[config.mk]
export PLATFORM = sky130hd
export DESIGN_NAME = frame_autocorr
export DESIGN_NICKNAME = d
export VERILOG_FILES = /design/src/rtl/ac_pkg.sv /design/src/rtl/ac_preemph.sv /design/src/rtl/ac_window.sv /design/src/rtl/ac_frame_buf.sv /design/src/rtl/ac_lag_mac.sv /design/src/rtl/frame_autocorr.sv
export SDC_FILE = /design/constraint.sdc
export NUM_CORES = 2
export LEC_CHECK = 0
export ABC_AREA = 1
export BUFFER_PORTS_ARGS = -buffer_cell sky130_fd_sc_hd__buf_2
export CAP_MARGIN = 5
export CORE_MARGIN = 8
export CORE_UTILIZATION = 45
export CTS_CLUSTER_SIZE = 28
export DETAILED_ROUTE_END_ITERATION = 12
export PLACE_DENSITY_LB_ADDON = 0.3
export SETUP_SLACK_MARGIN = 0.1
export SYNTH_ARGS = -nofsm -noshare
export SYNTH_HDL_FRONTEND = slang
export SYNTH_SLANG_ARGS = --single-unit
export TNS_END_PERCENT = 100
[constraint.sdc]
create_clock -name clk -period 10.9 [get_ports clk]
set_input_delay 1.09 -clock clk [delete_from_list [all_inputs] [get_ports clk]]
set_output_delay 1.09 -clock clk [all_outputs]
set_load 0.02 [all_outputs]
[src/rtl/ac_pkg.sv]
package ac_pkg;

    typedef enum logic [2:0] {
        ST_IDLE,
        ST_FILL,
        ST_MAC,
        ST_EMIT,
        ST_DONE
    } ac_state_e;

    // Raised-cosine taper coefficient for position m of an n-point frame,
    // unsigned with frac fraction bits, rounded to nearest.
    function automatic int win_coef(input int m, input int n, input int frac);
        real ang;
        real w;
        ang = 2.0 * 3.14159265358979 * real'(m) / real'(n - 1);
        w   = 0.54 - 0.46 * $cos(ang);
        return $rtoi(w * (2.0 ** frac) + 0.5);
    endfunction

endpackage

[src/rtl/ac_preemph.sv]
module ac_preemph #(
    parameter int SW = 16,
    parameter int PW = SW + 1
) (
    input  logic                 clk,
    input  logic                 rst_n,
    input  logic                 clear,
    input  logic                 load,
    input  logic signed [SW-1:0] s_in,
    output logic signed [PW-1:0] p_out
);
    logic signed [SW-1:0] prev_q;
    logic signed [PW:0]   ext_s;
    logic signed [PW:0]   ext_p;
    logic signed [PW:0]   diff;

    always_ff @(posedge clk) begin
        if (!rst_n || clear) begin
            prev_q <= '0;
        end else if (load) begin
            prev_q <= s_in;
        end
    end

    // 0.9375*x is formed as x - (x >>> 4); no multiplier needed
    always_comb begin
        ext_s = (PW + 1)'(s_in);
        ext_p = (PW + 1)'(prev_q);
        diff  = ext_s - ext_p + (ext_p >>> 4);
        p_out = diff[PW-1:0];
    end

endmodule

[src/rtl/ac_window.sv]
module ac_window #(
    parameter int N     = 32,
    parameter int PW    = 17,
    parameter int WF    = 16,
    parameter int SHIFT = 11,
    parameter int XW    = 22,
    parameter int IW    = $clog2(N)
) (
    input  logic [IW-1:0]        idx,
    input  logic signed [PW-1:0] p_in,
    output logic signed [XW-1:0] x_out
);
    localparam int CW  = WF + 1;
    localparam int PRW = PW + CW + 1;

    logic [CW-1:0]         coef_rom [N];
    logic signed [PRW-1:0] pa;
    logic signed [PRW-1:0] ca;
    logic signed [PRW-1:0] prod;
    logic signed [PRW-1:0] scaled;

    for (genvar g = 0; g < N; g++) begin : g_rom
        assign coef_rom[g] = CW'(ac_pkg::win_coef(g, N, WF));
    end

    always_comb begin
        pa     = PRW'(p_in);
        ca     = PRW'({1'b0, coef_rom[idx]});
        prod   = pa * ca;
        scaled = prod >>> SHIFT;
        x_out  = scaled[XW-1:0];
    end

endmodule

[src/rtl/ac_frame_buf.sv]
module ac_frame_buf #(
    parameter int N  = 32,
    parameter int XW = 22,
    parameter int IW = $clog2(N)
) (
    input  logic                 clk,
    input  logic                 wr_en,
    input  logic [IW-1:0]        wr_addr,
    input  logic signed [XW-1:0] wr_data,
    input  logic [IW-1:0]        rd_a,
    input  logic [IW-1:0]        rd_b,
    output logic signed [XW-1:0] q_a,
    output logic signed [XW-1:0] q_b
);
    logic signed [XW-1:0] mem [N];

    always_ff @(posedge clk) begin
        if (wr_en) begin
            mem[wr_addr] <= wr_data;
        end
    end

    assign q_a = mem[rd_a];
    assign q_b = mem[rd_b];

endmodule

[src/rtl/ac_lag_mac.sv]
module ac_lag_mac #(
    parameter int XW    = 22,
    parameter int AW    = 49,
    parameter int RW    = 36,
    parameter int SHIFT = 9
) (
    input  logic                 clk,
    input  logic                 rst_n,
    input  logic                 clear,
    input  logic                 en,
    input  logic signed [XW-1:0] a,
    input  logic signed [XW-1:0] b,
    output logic signed [RW-1:0] r_out
);
    localparam logic signed [AW-1:0] RMAX = {{(AW-RW+1){1'b0}}, {(RW-1){1'b1}}};
    localparam logic signed [AW-1:0] RMIN = {{(AW-RW+1){1'b1}}, {(RW-1){1'b0}}};

    logic signed [AW-1:0] acc_q;
    logic signed [AW-1:0] ea;
    logic signed [AW-1:0] eb;
    logic signed [AW-1:0] prod;
    logic signed [AW-1:0] shifted;

    always_comb begin
        ea   = AW'(a);
        eb   = AW'(b);
        prod = ea * eb;
    end

    always_ff @(posedge clk) begin
        if (!rst_n || clear) begin
            acc_q <= '0;
        end else if (en) begin
            acc_q <= acc_q + prod;
        end
    end

    always_comb begin
        shifted = acc_q >>> SHIFT;
        if (shifted > RMAX) begin
            r_out = RMAX[RW-1:0];
        end else if (shifted < RMIN) begin
            r_out = RMIN[RW-1:0];
        end else begin
            r_out = shifted[RW-1:0];
        end
    end

endmodule

[src/rtl/frame_autocorr.sv]
module frame_autocorr #(
    parameter int N      = 32,
    parameter int SW     = 16,
    parameter int SF     = 15,
    parameter int WF     = 16,
    parameter int XF     = 20,
    parameter int RF     = 31,
    parameter int RW     = 36,
    parameter int MAXLAG = 12,
    parameter int LW     = $clog2(MAXLAG + 1)
) (
    input  logic                 clk,
    input  logic                 rst_n,
    input  logic                 frame_start,
    input  logic                 in_valid,
    output logic                 in_ready,
    input  logic signed [SW-1:0] in_sample,
    output logic                 out_valid,
    output logic [LW-1:0]        out_lag,
    output logic signed [RW-1:0] out_r,
    output logic                 done
);
    import ac_pkg::*;

    localparam int PW  = SW + 1;
    localparam int IW  = $clog2(N);
    localparam int XW  = XF + 2;
    localparam int WSH = SF + WF - XF;
    localparam int AW  = 2 * XW + $clog2(N);
    localparam int RSH = 2 * XF - RF;

    ac_state_e state_q, state_d;

    logic [IW-1:0]        wr_idx_q;
    logic [IW-1:0]        m_q;
    logic [LW-1:0]        lag_q;
    logic [IW-1:0]        last_m;
    logic [IW-1:0]        rd_b;
    logic                 accept;
    logic                 fill_last;
    logic                 mac_last;
    logic                 lag_last;
    logic                 start_ok;
    logic                 mac_clear;
    logic signed [PW-1:0] p_val;
    logic signed [XW-1:0] x_val;
    logic signed [XW-1:0] q_a;
    logic signed [XW-1:0] q_b;
    logic signed [RW-1:0] r_val;

    // ---------------- control conditions ----------------
    always_comb begin
        start_ok  = (state_q == ST_IDLE) && frame_start;
        accept    = (state_q == ST_FILL) && in_valid;
        fill_last = (wr_idx_q == IW'(N - 1));
        last_m    = IW'(N - 1) - IW'(lag_q);
        mac_last  = (m_q == last_m);
        lag_last  = (lag_q == LW'(MAXLAG));
        rd_b      = m_q + IW'(lag_q);
        mac_clear = (accept && fill_last) || ((state_q == ST_EMIT) && !lag_last);
    end

    // ---------------- state register ----------------
    always_ff @(posedge clk) begin
        if (!rst_n) begin
            state_q <= ST_IDLE;
        end else begin
            state_q <= state_d;
        end
    end

    // ---------------- next state ----------------
    always_comb begin
        state_d = state_q;
        unique case (state_q)
            ST_IDLE: if (frame_start)            state_d = ST_FILL;
            ST_FILL: if (accept && fill_last)    state_d = ST_MAC;
            ST_MAC:  if (mac_last)               state_d = ST_EMIT;
            ST_EMIT: state_d = lag_last ? ST_DONE : ST_MAC;
            ST_DONE: state_d = ST_IDLE;
            default: state_d = ST_IDLE;
        endcase
    end

    // ---------------- counters ----------------
    always_ff @(posedge clk) begin
        if (!rst_n) begin
            wr_idx_q <= '0;
            m_q      <= '0;
            lag_q    <= '0;
        end else begin
            unique case (state_q)
                ST_IDLE: begin
                    if (frame_start) begin
                        wr_idx_q <= '0;
                    end
                end
                ST_FILL: begin
                    if (accept) begin
                        wr_idx_q <= wr_idx_q + 1'b1;
                        if (fill_last) begin
                            m_q   <= '0;
                            lag_q <= '0;
                        end
                    end
                end
                ST_MAC: begin
                    m_q <= m_q + 1'b1;
                end
                ST_EMIT: begin
                    if (!lag_last) begin
                        lag_q <= lag_q + 1'b1;
                        m_q   <= '0;
                    end
                end
                ST_DONE: begin
                    lag_q <= '0;
                    m_q   <= '0;
                end
                default: begin
                    m_q <= '0;
                end
            endcase
        end
    end

    // ---------------- outputs ----------------
    always_comb begin
        in_ready  = (state_q == ST_FILL);
        out_valid = (state_q == ST_EMIT);
        done      = (state_q == ST_DONE);
        out_lag   = lag_q;
        out_r     = r_val;
    end

    // ---------------- datapath ----------------
    ac_preemph #(
        .SW (SW),
        .PW (PW)
    ) u_preemph (
        .clk   (clk),
        .rst_n (rst_n),
        .clear (start_ok),
        .load  (accept),
        .s_in  (in_sample),
        .p_out (p_val)
    );

    ac_window #(
        .N     (N),
        .PW    (PW),
        .WF    (WF),
        .SHIFT (WSH),
        .XW    (XW),
        .IW    (IW)
    ) u_window (
        .idx   (wr_idx_q),
        .p_in  (p_val),
        .x_out (x_val)
    );

    ac_frame_buf #(
        .N  (N),
        .XW (XW),
        .IW (IW)
    ) u_buf (
        .clk     (clk),
        .wr_en   (accept),
        .wr_addr (wr_idx_q),
        .wr_data (x_val),
        .rd_a    (m_q),
        .rd_b    (rd_b),
        .q_a     (q_a),
        .q_b     (q_b)
    );

    ac_lag_mac #(
        .XW    (XW),
        .AW    (AW),
        .RW    (RW),
        .SHIFT (RSH)
    ) u_mac (
        .clk   (clk),
        .rst_n (rst_n),
        .clear (mac_clear),
        .en    (state_q == ST_MAC),
        .a     (q_a),
        .b     (q_b),
        .r_out (r_val)
    );

endmodule

# == After elaboration in Yosys (flattened, before gate mapping) ==
# Memory sizes are Yosys's and may differ from the RTL's. A register that Yosys moved wholly into a read port is not among the register bits.
# Index checks and enable logic that the tools add are counted.
# op_classes
n_addsub,8
n_mul,2
order_cmp,3
n_eq_ne,13
muxes,24
n_bitwise,2
reduce_logical,16
# op_table
operator,count
$mux 36,2
$add 49x44->49,1
$mul 22x22->44,1
$gt 40x36->1 const B,1
$lt 40x36->1 const B,1
$mux 5,7
$mux 17,2
$mul 17x18->33,1
$pmux 5 s4,1
$add 17x12->17,1
$sub 16x16->17,1
$mux 3,4
$mux 4,3
$pmux 3 s4,1
$pmux 4 s3,1
$add 5x1->5 const B,2
$pmux 5 s2,1
$reduce_and 4->1,2
$eq 3x2->1 const B,2
$ge 6x6->1 const B,1
$ne 2x1->1 const B,3
$ne 2x2->1 const B,3
$not 5->6,1
$reduce_and 3->1,2
other kinds (16),23
# totals
reg_bits,82
mem_bits_rw,704
mem_bits_ro,544
inputBits,20
output_inout_bits,43
memories,2
# memory_table
name,depth,word_bits,rd,rd_ports_with_merged_regs,write_ports,line,source
u_buf.mem,32,22,2,1,1,ac_frame_buf.sv:15,logic signed [XW-1:0] mem [N];
(name not given),32,17,1,0,0,ac_window.sv:28,"ca = PRW'({1'b0, coef_rom[idx]});"

# == Depth between registers and ports, before layout ==
# depth
depth_word,6
depth_mapped,46
ltp_nobuf,44

# == Modules after synthesis ==
# Synthesis repeated with hierarchy kept, for this count alone.
# unflattened
hier_cells,9454
area_unflattened_um2,74938.1
# modules_own_cells
mod,n_inst,cells_per_inst,area_per_inst_um2
ac_frame_buf,1,4095,35512.8
ac_lag_mac,1,3451,25821.0
ac_window,1,1417,10352.4
ac_preemph,1,328,2118.3
frame_autocorr,1,163,1133.6

# == Least setup slack after synthesis ==
# Ideal clock, no wire load.
# synth_timing
kind,input to register
startpoint,in in_sample[1]
endpoint,mem u_buf.mem[0][11] (data pin)
arrival_time_ns,8.410
slack_ns,2.103
path_stages,35
path_buffers,1
cell_sequence,inv_1 -> fa_1 -> fa_1 -> inv_1 -> nand3_1 -> nand2_1 -> a21oi_1 -> o21ai_0 -> or2_2 -> nand2_1 -> inv_1 -> clkbuf_1 -> nand2_1 -> fa_1 -> inv_1 -> fa_1 -> inv_1 -> fa_1 -> inv_1 -> fa_1 -> fa_1 -> inv_1 -> fa_1 -> inv_1 -> ha_1 -> nand2_1 -> nor2_1 -> inv_1 -> nor3_1 -> nand2_1 -> nand2_1 -> nand3_1 -> nor2_1 -> nor2_1 -> xnor2_1
# synth_between
elab_chain_cells,3
# synth_lines
element,line,source
start: declaration,frame_autocorr.sv:17,"input logic signed [SW-1:0] in_sample,"
$sub 16x16->17,ac_preemph.sv:29,diff = ext_s - ext_p + (ext_p >>> 4);
$add 17x12->17,ac_preemph.sv:29,
$mul 17x18->33,ac_window.sv:29,prod = pa * ca;
named net u_buf.wr_data[11],ac_frame_buf.sv:9,"input logic signed [XW-1:0] wr_data,"
end: declaration,ac_frame_buf.sv:15,
# The timed path passes the listed nets, and every way through them passes these cells.

# == Worst setup path after layout ==
# layout_timing
startpoint,"reg lag_q[0], in the netlist out_lag[0]"
endpoint,reg u_mac.acc_q[42]
# layout_between
elab_chain_cells,5
# layout_lines
element,line,source
start: declaration,frame_autocorr.sv:36,logic [LW-1:0] lag_q;
start signal: assignment,frame_autocorr.sv:112,lag_q <= lag_q + 1'b1;
"parallel branches: the longest is 5 deep, another holds $add 49x44->49",-,
end signal: assignment,ac_lag_mac.sv:34,acc_q <= acc_q + prod;
end: declaration,ac_lag_mac.sv:18,logic signed [AW-1:0] acc_q;
# Parallel ways; which one is timed is not known.
# A chain may end at the register's enable or synchronous reset.

==> impl_results.md <==
* Status: completed
* Cells after Synth at ~8.3k
* Number of flops mapped to enable cells by yosys at between 700 and 800
* Final setup fails at 0
* Synth Warn # at 0
* I/O pin count at 63
* Total GRT Usage at roughly 27%
* DP HPWL at 165,300 um
* Crit-path max cell delay at 0.76 ns
* Total number of vias at 59.47k
* Final Skew at 0.05424 ns
* Synth async-reset ratio at 0%
* Die width at around 420 um
* Final Util at between 40 and 50%
* Fin crit share at 94.64%
* Slew at the pin with the worst max-slew slack at ~1.3 ns
* RSZ-0062 raised after global routing: false
* Core Region at 158,400 um^2
* DR vias/cell at ~5.8
* Worst rel slew slack at 13.69%
* Vias in the first global route at 60.11k
* Post-Syn Area at about 70,000 um^2
* Initial antenna violation count at 3
* Hold path depth at 2
* CTS Sinks at 791
* Worst r2r dst: u_mac.acc_q[42]
* Worst hold path class: flop to flop
* FP Rows at approximately 150
* Synth top area share at 29.45%
* WL per Instance at between 20 and 25 um
* Total wire length at approximately 240,000 um
* Die H at around 420 um
* TritonCTS clock tree: done
* # nets final at slightly above 9k
* CTS Buf Count at 90
* Final min period at ~10 ns
* Setup TNS at 0 ns
* Crit. End Element: flop
* Most frequent cell after synthesis: inv_1
* Starting Density at 45.32%
* Layout area overhead at 8.117%
* Fmax at 96.94 MHz
* First-pass GRT wire length at approximately 360,000 um
* Root Buffer: clkbuf_16
* Gpl congestion at 0.9559
* Synth area leader: edfxtp_1
* Post-CTS sizing at 0
* Initial DRC count at around 7.1k
* # fillers at 14.78k
* Cts hold-fix bufs at 0
* Cell depth of the worst flop-to-flop path at 37
* Worst EP required at 11.50 ns
* Distinct cells, synth at 58
* Arr. time, crit path at 10.91 ns
* Largest cells by area after synthesis: edfxtp_1, fa_1, inv_1, nand2_1, ha_1
* Layout cells sized above 1 at 6.078%
* Reg2reg start: out_lag[0]
* Post-route ant nets at 0
* Multi-input logic area at 41,370 um^2
* Largest net degree at the start of global routing at 164
* Max-slew violations at 0
* Post-route DRC violation count at 0
* Worst setup path class: flop to flop
* Syn_nets at approximately 9.5k
* Reg2reg setup slack at 0.58 ns
* CTS Buffer Depth at 3
* Die area at between 150,000 and 200,000 um^2
* Max Cap Viol at 0
* CP startpoint kind: flop
* Post CTS Setup Buffer Count at 0
* Gr ovfl total at 0
* Hold EP: u_mac.acc_q[0]
* Syn_area_per_cell at 8.664 um^2
* Slowest cell on the critical path: fa_4
* Drt pass-1 iters at 6
* Synth cell count leaders: inv_1, nand2_1, fa_1, a21oi_1, o21ai_0
* Later-pin clock latency in the skew report at 0.74 ns
* Max H-tree Level at 3
* Register area at approximately 23,000 um^2
* PortBufs at 62
* HP Start: u_mac.acc_q[0]
* Worst-path clk slew at 0.06 ns
* Post-synth top flop: edfxtp_1
* Share of the yosys chip area belonging to registers at 31.88%
* Hold Vio Cnt, Final at 0
* Synthesized flop and latch total at 791
* CP max FO at 61
-- how the worst max path moves through the flow --
stage                             from          endpoint  slack (ns)
after floorplan           in_sample[1]  u_buf.mem[0][11]        2.10
final                       out_lag[0]   u_mac.acc_q[42]        0.58
after global routing        out_lag[0]   u_mac.acc_q[42]        0.13
after detailed placement    out_lag[0]   u_mac.acc_q[42]        0.78
after global placement      out_lag[0]   u_mac.acc_q[42]        0.81
after CTS                   out_lag[0]   u_mac.acc_q[42]        0.72
-- sequential cells by signal, summed over array words and instances (netlist names), named ones only --
name / flops
wr_idx_q: 5
state_q: 3
u_preemph.prev_q: 16
m_q: 5
u_buf.mem: 704
u_mac.acc_q: 49
out_lag: 4
-- worst max-delay path: cells and delay by family, from the launching register on --
| kind | cells | cell delay (ns) |
|---|---|---|
| AOI/OAI and AO/OA | 4 | 0.48 |
| adders and majority gates | 10 | 4.84 |
| buffers and inverters | 11 | 1.78 |
| DFF | 1 | 0.48 |
| and+or+nand+nor | 12 | 2.50 |
-- per-layer routing --
metal  global-route usage [%]  up-vias  wire length, um
li1                         -    26380                -
met1                    35.55    29140            92280
met2                    42.67     3308           106800
met3                    4.941      637            24280
met4                    12.40        0            12540
met5                        0        -                0
-- through the flow --
stage / setup WS (ns) / hold WS, ns / std cells / instance area [um^2]
6_report: 0.5845 / 0.4685 / 10330 / 77610
5_1_grt: 0.1346 / 0.4924 / 10330 / 77610
4_1_cts: 0.7172 / 0.4705 / 10330 / 77600
3_5_place_dp: 0.7790 / 0.4611 / 10160 / 74600
3_3_place_gp: 0.8101 / 0.4518 / 10160 / 74600
2_1_floorplan: 2.103 / 0.4452 / 8285 / 71790
-- logic make-up after synthesis --
family                   count (synthesis)  share of synthesized area (%)
AND/OR/NAND/NOR                       2418                          13.53
buffers and inverters                 2035                          11.16
AO/OA/AOI/OAI                         1834                          13.92
adder cells (fa/ha/maj)               1151                          28.81
flip-flops                             791                          31.88
XOR/XNOR                                56                         0.6937
-- cell type report --
cell class	instances	share of cell area [%]
Clock buffer	110	3.078
Sequential cell	791	29.50
Inverter	1622	7.877
Antenna cell	3	0.009673
Clock inverter	59	0.7899
Multi-Input combinational cell	5459	53.30
Tap cell	2072	3.340
Timing Repair Buffer	218	2.102
-- layout by cell type (no fill, tap or decap), types with 28 or more instances in the layout --
master        n
nor3_1       35
nor2_4       33
nor2_1      706
a21oi_1     756
clkbuf_16    91
o31ai_1      28
fa_1        836
o211ai_1     57
nand2_1    1245
inv_1      1579
ha_1        313
nand3_1     329
clkinv_1     31
a211oi_1     53
o21ai_1      48
buf_4       144
o21ai_0     750
dfxtp_1      83
buf_2        62
edfxtp_1    704
Power is left out: the tool's default activity adds up to more than one toggle a clock period on the data nets, which glitch-free logic cannot reach.
